--- config.mk ---
export PLATFORM = sky130hd
export DESIGN_NAME = i2c_tx_stream
export DESIGN_NICKNAME = d
export VERILOG_FILES = /design/src/rtl/i2c_txs_pkg.sv /design/src/rtl/txs_fifo.sv /design/src/rtl/txs_seq.sv /design/src/rtl/txs_flags.sv /design/src/rtl/i2c_tx_stream.sv
export SDC_FILE = /design/constraint.sdc
export NUM_CORES = 1
export LEC_CHECK = 0
export CORE_UTILIZATION = 45
export CTS_CLUSTER_DIAMETER = 120
export DETAILED_ROUTE_END_ITERATION = 10
export PLACE_DENSITY_LB_ADDON = 0.05
export SYNTH_ARGS = -nofsm -noshare
export SYNTH_HDL_FRONTEND = slang
export SYNTH_HIERARCHICAL = 1
export SYNTH_SLANG_ARGS = --single-unit
--- constraint.sdc ---
create_clock -name clk_i -period 4.3 [get_ports clk_i]
set_input_delay 0.645 -clock clk_i [delete_from_list [all_inputs] [get_ports clk_i]]
set_output_delay 0.645 -clock clk_i [all_outputs]
set_load 0.03 [all_outputs]
--- src/rtl/i2c_txs_pkg.sv ---
package i2c_txs_pkg;
  localparam int CTRL_EN_BIT    = 6;
  localparam int CTRL_FLUSH_BIT = 7;
  localparam int ST_NAK_BIT     = 0;
  localparam int ST_DRAIN_BIT   = 1;
  localparam int ST_EMPTY_BIT   = 4;
  localparam int ST_OVF_BIT     = 5;
  localparam int ST_W           = 8;

  localparam int FLG_NAK   = 0;
  localparam int FLG_DRAIN = 1;
  localparam int FLG_OVF   = 2;
  localparam int NUM_FLAGS = 3;

  typedef enum logic [1:0] {
    SQ_IDLE,
    SQ_SHIFT,
    SQ_ACK,
    SQ_HALT
  } seq_state_e;
endpackage

--- src/rtl/txs_fifo.sv ---
module txs_fifo #(
  parameter int DEPTH = 64,
  parameter int WIDTH = 8
) (
  input  logic             clk_i,
  input  logic             rst_ni,
  input  logic             flush_i,
  input  logic             push_i,
  input  logic [WIDTH-1:0] data_i,
  input  logic             pop_i,
  output logic [WIDTH-1:0] data_o,
  output logic             empty_o,
  output logic             full_o
);
  localparam int AW = (DEPTH > 1) ? $clog2(DEPTH) : 1;
  localparam int CW = $clog2(DEPTH + 1);
  localparam logic [AW-1:0] LAST = AW'(DEPTH - 1);
  localparam logic [CW-1:0] FULL_CNT = CW'(DEPTH);

  logic [WIDTH-1:0] mem_q [DEPTH];
  logic [AW-1:0]    wptr_q, rptr_q;
  logic [CW-1:0]    cnt_q;
  logic             do_push, do_pop;

  assign empty_o = (cnt_q == '0);
  assign full_o  = (cnt_q == FULL_CNT);
  assign do_push = push_i && !full_o && !flush_i;
  assign do_pop  = pop_i && !empty_o && !flush_i;
  assign data_o  = mem_q[rptr_q];

  always_ff @(posedge clk_i) begin
    if (do_push) mem_q[wptr_q] <= data_i;
  end

  always_ff @(posedge clk_i or negedge rst_ni) begin
    if (!rst_ni) begin
      wptr_q <= '0;
      rptr_q <= '0;
      cnt_q  <= '0;
    end else if (flush_i) begin
      wptr_q <= '0;
      rptr_q <= '0;
      cnt_q  <= '0;
    end else begin
      if (do_push) wptr_q <= (wptr_q == LAST) ? '0 : wptr_q + 1'b1;
      if (do_pop)  rptr_q <= (rptr_q == LAST) ? '0 : rptr_q + 1'b1;
      case ({do_push, do_pop})
        2'b10:   cnt_q <= cnt_q + 1'b1;
        2'b01:   cnt_q <= cnt_q - 1'b1;
        default: cnt_q <= cnt_q;
      endcase
    end
  end

  AST_NO_OVERFLOW: assert property (@(posedge clk_i) disable iff (!rst_ni)
    cnt_q <= FULL_CNT);
  AST_FULL_DROP: assert property (@(posedge clk_i) disable iff (!rst_ni)
    (push_i && full_o && !pop_i && !flush_i) |=> full_o);
  AST_FLUSH_EMPTY: assert property (@(posedge clk_i) disable iff (!rst_ni)
    flush_i |=> empty_o);
endmodule

--- src/rtl/txs_seq.sv ---
module txs_seq
  import i2c_txs_pkg::*;
#(
  parameter int WIDTH = 8
) (
  input  logic             clk_i,
  input  logic             rst_ni,
  input  logic             flush_i,
  input  logic             enable_i,
  input  logic             avail_i,
  input  logic [WIDTH-1:0] byte_i,
  output logic             pop_o,
  output logic             tx_bit_o,
  output logic             tx_bit_req_o,
  input  logic             tx_bit_done_i,
  output logic             ack_req_o,
  input  logic             ack_done_i,
  input  logic             ack_nak_i,
  output logic             acked_o,
  output logic             nak_o
);
  localparam int BW = (WIDTH > 1) ? $clog2(WIDTH) : 1;
  localparam logic [BW-1:0] LAST_BIT = BW'(WIDTH - 1);

  seq_state_e       state_q, state_d;
  logic [WIDTH-1:0] sh_q;
  logic [BW-1:0]    bit_q;

  assign pop_o        = (state_q == SQ_IDLE) && enable_i && avail_i && !flush_i;
  assign tx_bit_req_o = (state_q == SQ_SHIFT);
  assign tx_bit_o     = sh_q[WIDTH-1];
  assign ack_req_o    = (state_q == SQ_ACK);
  assign acked_o      = (state_q == SQ_ACK) && ack_done_i && !ack_nak_i && !flush_i;
  assign nak_o        = (state_q == SQ_ACK) && ack_done_i && ack_nak_i && !flush_i;

  always_comb begin
    state_d = state_q;
    if (flush_i) begin
      state_d = SQ_IDLE;
    end else begin
      case (state_q)
        SQ_IDLE:  if (pop_o) state_d = SQ_SHIFT;
        SQ_SHIFT: if (tx_bit_done_i && bit_q == LAST_BIT) state_d = SQ_ACK;
        SQ_ACK:   if (ack_done_i) state_d = ack_nak_i ? SQ_HALT : SQ_IDLE;
        default:  state_d = SQ_HALT;
      endcase
    end
  end

  always_ff @(posedge clk_i or negedge rst_ni) begin
    if (!rst_ni) begin
      state_q <= SQ_IDLE;
      sh_q    <= '0;
      bit_q   <= '0;
    end else begin
      state_q <= state_d;
      if (flush_i) begin
        sh_q  <= '0;
        bit_q <= '0;
      end else if (pop_o) begin
        sh_q  <= byte_i;
        bit_q <= '0;
      end else if (state_q == SQ_SHIFT && tx_bit_done_i) begin
        sh_q  <= sh_q << 1;
        bit_q <= bit_q + 1'b1;
      end
    end
  end

  AST_ONE_REQ: assert property (@(posedge clk_i) disable iff (!rst_ni)
    !(tx_bit_req_o && ack_req_o));
  AST_HALT_HOLDS: assert property (@(posedge clk_i) disable iff (!rst_ni)
    (state_q == SQ_HALT && !flush_i) |=> (!tx_bit_req_o && !ack_req_o));
  AST_NAK_HALTS: assert property (@(posedge clk_i) disable iff (!rst_ni)
    nak_o |=> (state_q == SQ_HALT));
  AST_FLUSH_ABORT: assert property (@(posedge clk_i) disable iff (!rst_ni)
    flush_i |=> (!tx_bit_req_o && !ack_req_o));
endmodule

--- src/rtl/txs_flags.sv ---
module txs_flags #(
  parameter int NUM = 3
) (
  input  logic           clk_i,
  input  logic           rst_ni,
  input  logic [NUM-1:0] set_i,
  input  logic [NUM-1:0] clr_i,
  output logic [NUM-1:0] flag_o
);
  for (genvar g = 0; g < NUM; g++) begin : g_flag
    logic q;
    always_ff @(posedge clk_i or negedge rst_ni) begin
      if (!rst_ni)        q <= 1'b0;
      else if (set_i[g])  q <= 1'b1;
      else if (clr_i[g])  q <= 1'b0;
    end
    assign flag_o[g] = q;

    AST_SET_WINS: assert property (@(posedge clk_i) disable iff (!rst_ni)
      set_i[g] |=> flag_o[g]);
  end
endmodule

--- src/rtl/i2c_tx_stream.sv ---
module i2c_tx_stream
  import i2c_txs_pkg::*;
#(
  parameter int DEPTH = 64,
  parameter int WIDTH = 8
) (
  input  logic             clk_i,
  input  logic             rst_ni,
  input  logic             ctrl_we_i,
  input  logic [7:0]       ctrl_wdata_i,
  input  logic             data_we_i,
  input  logic [WIDTH-1:0] data_i,
  input  logic [7:0]       stat_clr_i,
  output logic [7:0]       status_o,
  output logic             tx_bit_o,
  output logic             tx_bit_req_o,
  input  logic             tx_bit_done_i,
  output logic             ack_req_o,
  input  logic             ack_done_i,
  input  logic             ack_nak_i
);
  logic             en_q, flush;
  logic             f_empty, f_full, f_pop;
  logic [WIDTH-1:0] f_head;
  logic             acked, nak;
  logic [NUM_FLAGS-1:0] fl_set, fl_clr, fl_q;
  logic             unused_bits;

  assign flush = ctrl_we_i && ctrl_wdata_i[CTRL_FLUSH_BIT];

  always_ff @(posedge clk_i or negedge rst_ni) begin
    if (!rst_ni)        en_q <= 1'b0;
    else if (ctrl_we_i) en_q <= ctrl_wdata_i[CTRL_EN_BIT];
  end

  txs_fifo #(.DEPTH(DEPTH), .WIDTH(WIDTH)) u_fifo (
    .clk_i   (clk_i),
    .rst_ni  (rst_ni),
    .flush_i (flush),
    .push_i  (data_we_i && en_q),
    .data_i  (data_i),
    .pop_i   (f_pop),
    .data_o  (f_head),
    .empty_o (f_empty),
    .full_o  (f_full)
  );

  txs_seq #(.WIDTH(WIDTH)) u_seq (
    .clk_i         (clk_i),
    .rst_ni        (rst_ni),
    .flush_i       (flush),
    .enable_i      (en_q),
    .avail_i       (!f_empty),
    .byte_i        (f_head),
    .pop_o         (f_pop),
    .tx_bit_o      (tx_bit_o),
    .tx_bit_req_o  (tx_bit_req_o),
    .tx_bit_done_i (tx_bit_done_i),
    .ack_req_o     (ack_req_o),
    .ack_done_i    (ack_done_i),
    .ack_nak_i     (ack_nak_i),
    .acked_o       (acked),
    .nak_o         (nak)
  );

  always_comb begin
    fl_set            = '0;
    fl_set[FLG_NAK]   = nak;
    fl_set[FLG_DRAIN] = acked && f_empty;
    fl_set[FLG_OVF]   = data_we_i && en_q && f_full && !flush;
    fl_clr            = '0;
    fl_clr[FLG_NAK]   = stat_clr_i[ST_NAK_BIT];
    fl_clr[FLG_DRAIN] = stat_clr_i[ST_DRAIN_BIT];
    fl_clr[FLG_OVF]   = stat_clr_i[ST_OVF_BIT];
  end

  txs_flags #(.NUM(NUM_FLAGS)) u_flags (
    .clk_i  (clk_i),
    .rst_ni (rst_ni),
    .set_i  (fl_set),
    .clr_i  (fl_clr),
    .flag_o (fl_q)
  );

  always_comb begin
    status_o               = '0;
    status_o[ST_NAK_BIT]   = fl_q[FLG_NAK];
    status_o[ST_DRAIN_BIT] = fl_q[FLG_DRAIN];
    status_o[ST_EMPTY_BIT] = f_empty;
    status_o[ST_OVF_BIT]   = fl_q[FLG_OVF];
  end

  assign unused_bits = ^{ctrl_wdata_i[5:0], stat_clr_i[7:6], stat_clr_i[4:2]};

  AST_DISABLED_IGNORED: assert property (@(posedge clk_i) disable iff (!rst_ni)
    (!en_q && f_empty && !flush) |=> f_empty);
  AST_DRAIN_EMPTY: assert property (@(posedge clk_i) disable iff (!rst_ni)
    $rose(status_o[ST_DRAIN_BIT]) |-> $past(f_empty));
endmodule

==> flow_metrics.py <==
metrics = {
    "sta": {
        "min_period_over_period_pct": 91.4,
        "rsz0062_at_grt": "no",
        "finalCriticalPeriod_ps": 3930,
        "drv_slew": 0,
        "hold_viol_final": 0,
        "max_slew_margin_pct": 17.3,
        "fmax_ghz": 0.254,
        "setup_viol": 0,
        "fin_skew_ps": 22.2,
        "worstMarginPinSlew_ps": 1230,
        "fin_setup_tns_ps": 0,
        "hold_ws_ps": 165,
        "fin_ws_ps": 370,
    },
    "drt": {
        "drt_wl_total_um": 52700,
        "via_per_inst": 5.62,
        "drt_iter0_drc": 874,
        "route.antenna.remaining_nets": 0,
        "avgRoutedWirePerCell_um": 25.7,
        "via_count": 11500,
        "drc": 0,
        "drtPass1Iterations": 5,
    },
    "clock_network": {
        "cts_hold_buf": 0,
        "clk_latency_ps": 620,
        "clk_path_buf_depth": 3,
        "cts_tree": "yes",
        "cts_setup_buffers": 0,
        "cts_buffers": 57,
        "h-tree-depth": 2,
        "cts.sinks": 548,
        "cts_root_buf": "clkbuf_16",
        "clkTransAtPathRegs_ps": 60,
    },
    "synthesis": {
        "syn_inst": 1241,
        "synth_xor_xnor_area_share_pct": 0.387,
        "yosys_register_bits": 548,
        "ys_types": 68,
        "synth_compound_area_share_pct": 5.96,
        "synth_warnings": 6,
        "synth_ff_type": "edfxtp_1",
        "synth_top_family_by_area": "multiplexers",
        "yosys.area_share.simple_pct": 4.65,
        "synth_adder_area_share_pct": 0.594,
        "avgSynthCellArea_um2": 18.0,
        "yosysSeqAreaShare_pct": 72.9,
        "async_reset_ff_share_pct": 6.57,
        "synth_edf_count": 512,
        "netlist_area_mm2": 0.0223,
        "synthMuxAreaShare_pct": 13.4,
    },
    "hold_path": {
        "hold_path_class": "in -> async",
    },
    "power": {
        "ir_worst_vdd_mv": 0.351,
        "leakage_nw": 8.21,
        "power_density_mw_per_mm2": 514,
        "power.total_mw": 13.2,
    },
    "die": {
        "die_w_um": 225,
        "io_pins": 42,
        "coreArea_mm2": 0.0490,
        "fp-row-count": 81,
        "start_util_pct": 45.6,
        "dieArea_mm2": 0.0505,
        "die_h_um": 225,
    },
    "global_route": {
        "use_met1_pct": 29.6,
        "antenna_found_initial": 0,
        "grt_pass1_wl_um": 77100,
        "grt-busiest-layer": "met2",
        "grtUsageMet2_pct": 34.6,
        "track_usage_pct": 21.1,
        "grt_overflow": 0,
        "grt_max_degree": 65,
        "grt_pass1_vias": 11500,
        "met3_usage_pct": 3.25,
    },
    "critical_path": {
        "crit_slowest_cell": "or4_1",
        "reg2reg_to": "u_fifo/cnt_q[6]$_DFFE_PN0P_",
        "end_kind": "flop",
        "critical_path_arrival_ps": 4450,
        "crit_type": "reg -> reg",
        "reg2reg_depth": 14,
        "critPathMaxFanout": 9,
        "slowest_delay_ps": 680,
        "required_ps": 4820,
        "setup.worst_path.start": "u_fifo/cnt_q[3]$_DFFE_PN0P_",
        "path_cells": "or4_1, or3_1, nor2_1, inv_1, nand4bb_1, nor2_1, o41ai_4, nor3_2, fa_1, a21o_1, a311o_1, a21oi_1, a221oi_1, nor3_1",
        "cp_common_cell": "nor2_1",
        "startpoint_type": "flop",
        "worstReg2RegStart": "u_fifo/cnt_q[3]$_DFFE_PN0P_",
        "r2r_setup_slack_ps": 370,
    },
    "place": {
        "dp_hpwl_um": 32800,
        "dp_slack_ps": 318,
        "gp_congestion": 0.815,
        "dp_cells": 1945,
        "portBuffers": 26,
    },
    "finish": {
        "final_cells": 2050,
        "layout.nets": 1381,
        "drive_above_1_share_pct": 21.6,
        "n_antenna_cell": 0,
        "area_growth_pct": 14.8,
        "n_fill_cell": 3946,
    },
    "run": {
        "maxCapViolCount": 0,
    },
    "status": {
        "status": "complete, no violations",
    },
}
-- cell families (layout without fill, tap and decap cells) --
kind of cell	after synthesis	after routing
adder cells (fa/ha/maj)	10	10
flip-flops	548	548
AO/OA/AOI/OAI	170	170
XOR/XNOR	9	9
AND/OR/NAND/NOR	207	207
multiplexers	198	198
buffers and inverters	98	240
other	1	4
-- layout make-up --
| type | instances | area, µm² | share of cell area [%] |
|---|---|---|---|
| sequential | 548 | 16300 | 63.6 |
| clock buffer | 74 | 1540 | 6.02 |
| timing repair buffer | 123 | 993 | 3.88 |
| multi-input combinational | 598 | 5600 | 21.9 |
| inverter | 12 | 45.0 | 0.176 |
| clock inverter | 31 | 320 | 1.25 |
| tap | 664 | 831 | 3.24 |
-- sequential cells by signal, indices dropped and copies added, names as in the netlist --
register	flops
u_fifo/mem_q	512
u_seq/sh_q	8
u_seq/bit_q	3
u_fifo/rptr_q	6
u_fifo/cnt_q	7
u_flags/g_flag.q	3
u_fifo/wptr_q	6
en_q	1
u_seq/state_q	2
-- layer usage --
metal	vias up	share of wire [%]
li1	5201	-
met1	6035	45
met2	218	49
met3	72	4.0
met4	0	2.0
met5	-	0
-- Yosys cell counts, types with 9 or more instances --
| master | instances | area [µm²] |
|---|---|---|
| o2111ai_1 | 9 | 78.8 |
| mux2i_1 | 114 | 1140 |
| mux4_2 | 80 | 1800 |
| clkbuf_1 | 32 | 120 |
| edfxtp_1 | 512 | 15400 |
| buf_4 | 12 | 90.1 |
| a22oi_1 | 40 | 300 |
| a31oi_1 | 9 | 56.3 |
| inv_1 | 10 | 37.5 |
| o21ai_0 | 19 | 95.1 |
| nor2b_1 | 10 | 62.6 |
| buf_1 | 15 | 56.3 |
| dfrtp_1 | 36 | 901 |
| nor3_1 | 9 | 45.0 |
| nand2_1 | 31 | 116 |
| ha_1 | 9 | 113 |
| nor2_1 | 83 | 312 |
| nand3_1 | 32 | 160 |
| a221oi_1 | 17 | 149 |
| buf_2 | 26 | 130 |
| a21oi_1 | 21 | 105 |
-- cell usage in the layout (no fill, tap or decap), types with 5 or more instances in the layout --
cell	synthesis	final
a32o_1	8	8
and2_1	8	8
o21ai_0	19	19
a22oi_1	40	40
mux4_2	80	80
dfrtp_1	36	34
buf_4	12	93
clkinv_1	1	10
clkbuf_1	32	13
mux2i_1	114	114
nor2b_1	10	9
buf_2	26	9
a21o_1	6	6
nor2_1	83	83
nor3_1	9	8
clkinv_2	0	14
clkbuf_16	0	58
a2bb2oi_2	7	7
edfxtp_1	512	512
xor2_1	5	5
inv_1	10	10
ha_1	9	9
o211ai_1	8	8
nor3_2	4	5
a221oi_1	17	17
a21oi_1	21	21
nand2_1	31	31
a31oi_1	9	9
nand3_1	32	32
o2111ai_1	9	9
bufinv_16	0	6
a22o_1	8	8
clkdlybuf4s50_1	0	17
-- stage by stage --
stage,instance area [µm²],util (%)
finish,25600,52.3
detailed placement,23700,48.5
floorplan,22300,-
global placement,23700,48.5
global route,25600,52.3
CTS,25600,52.3
-- worst max path at each step --
stage / to / slack (ps) / depth (start not counted)
floorplan: u_fifo/cnt_q[6]$_DFFE_PN0P_ / 640 / 16
global placement: u_fifo/cnt_q[6]$_DFFE_PN0P_ / 360 / 14
detailed placement: u_fifo/cnt_q[6]$_DFFE_PN0P_ / 320 / 14
CTS: u_fifo/cnt_q[6]$_DFFE_PN0P_ / 290 / 14
global route: u_fifo/cnt_q[6]$_DFFE_PN0P_ / 110 / 14
finish: u_fifo/cnt_q[6]$_DFFE_PN0P_ / 370 / 14
-- critical path: cells and delay by family (launching register included) --
kind	cells	cell delay, ps
DFF	1	400
adders and majority gates	1	450
and+or+nand+nor	7	1920
buffers and inverters	1	90
AOI/OAI and AO/OA	5	990
-- repair_timing --
| action | in CTS | in global routing |
|---|---|---|
| hold endpoints to repair | 0 | 0 |
| endpoints found under the setup margin | 0 | 1 |
| gates resized for setup | 0 | 1 |
-- power by group --
group / leakage [nW] / internal, mW / switching (mW) / total [mW]
registers: 5.07 / 5.93 / 0.230 / 6.16
clock network: 0.922 / 2.88 / 2.02 / 4.90
logic: 2.22 / 0.990 / 1.11 / 2.10
Power figures use the tool's default switching activity.
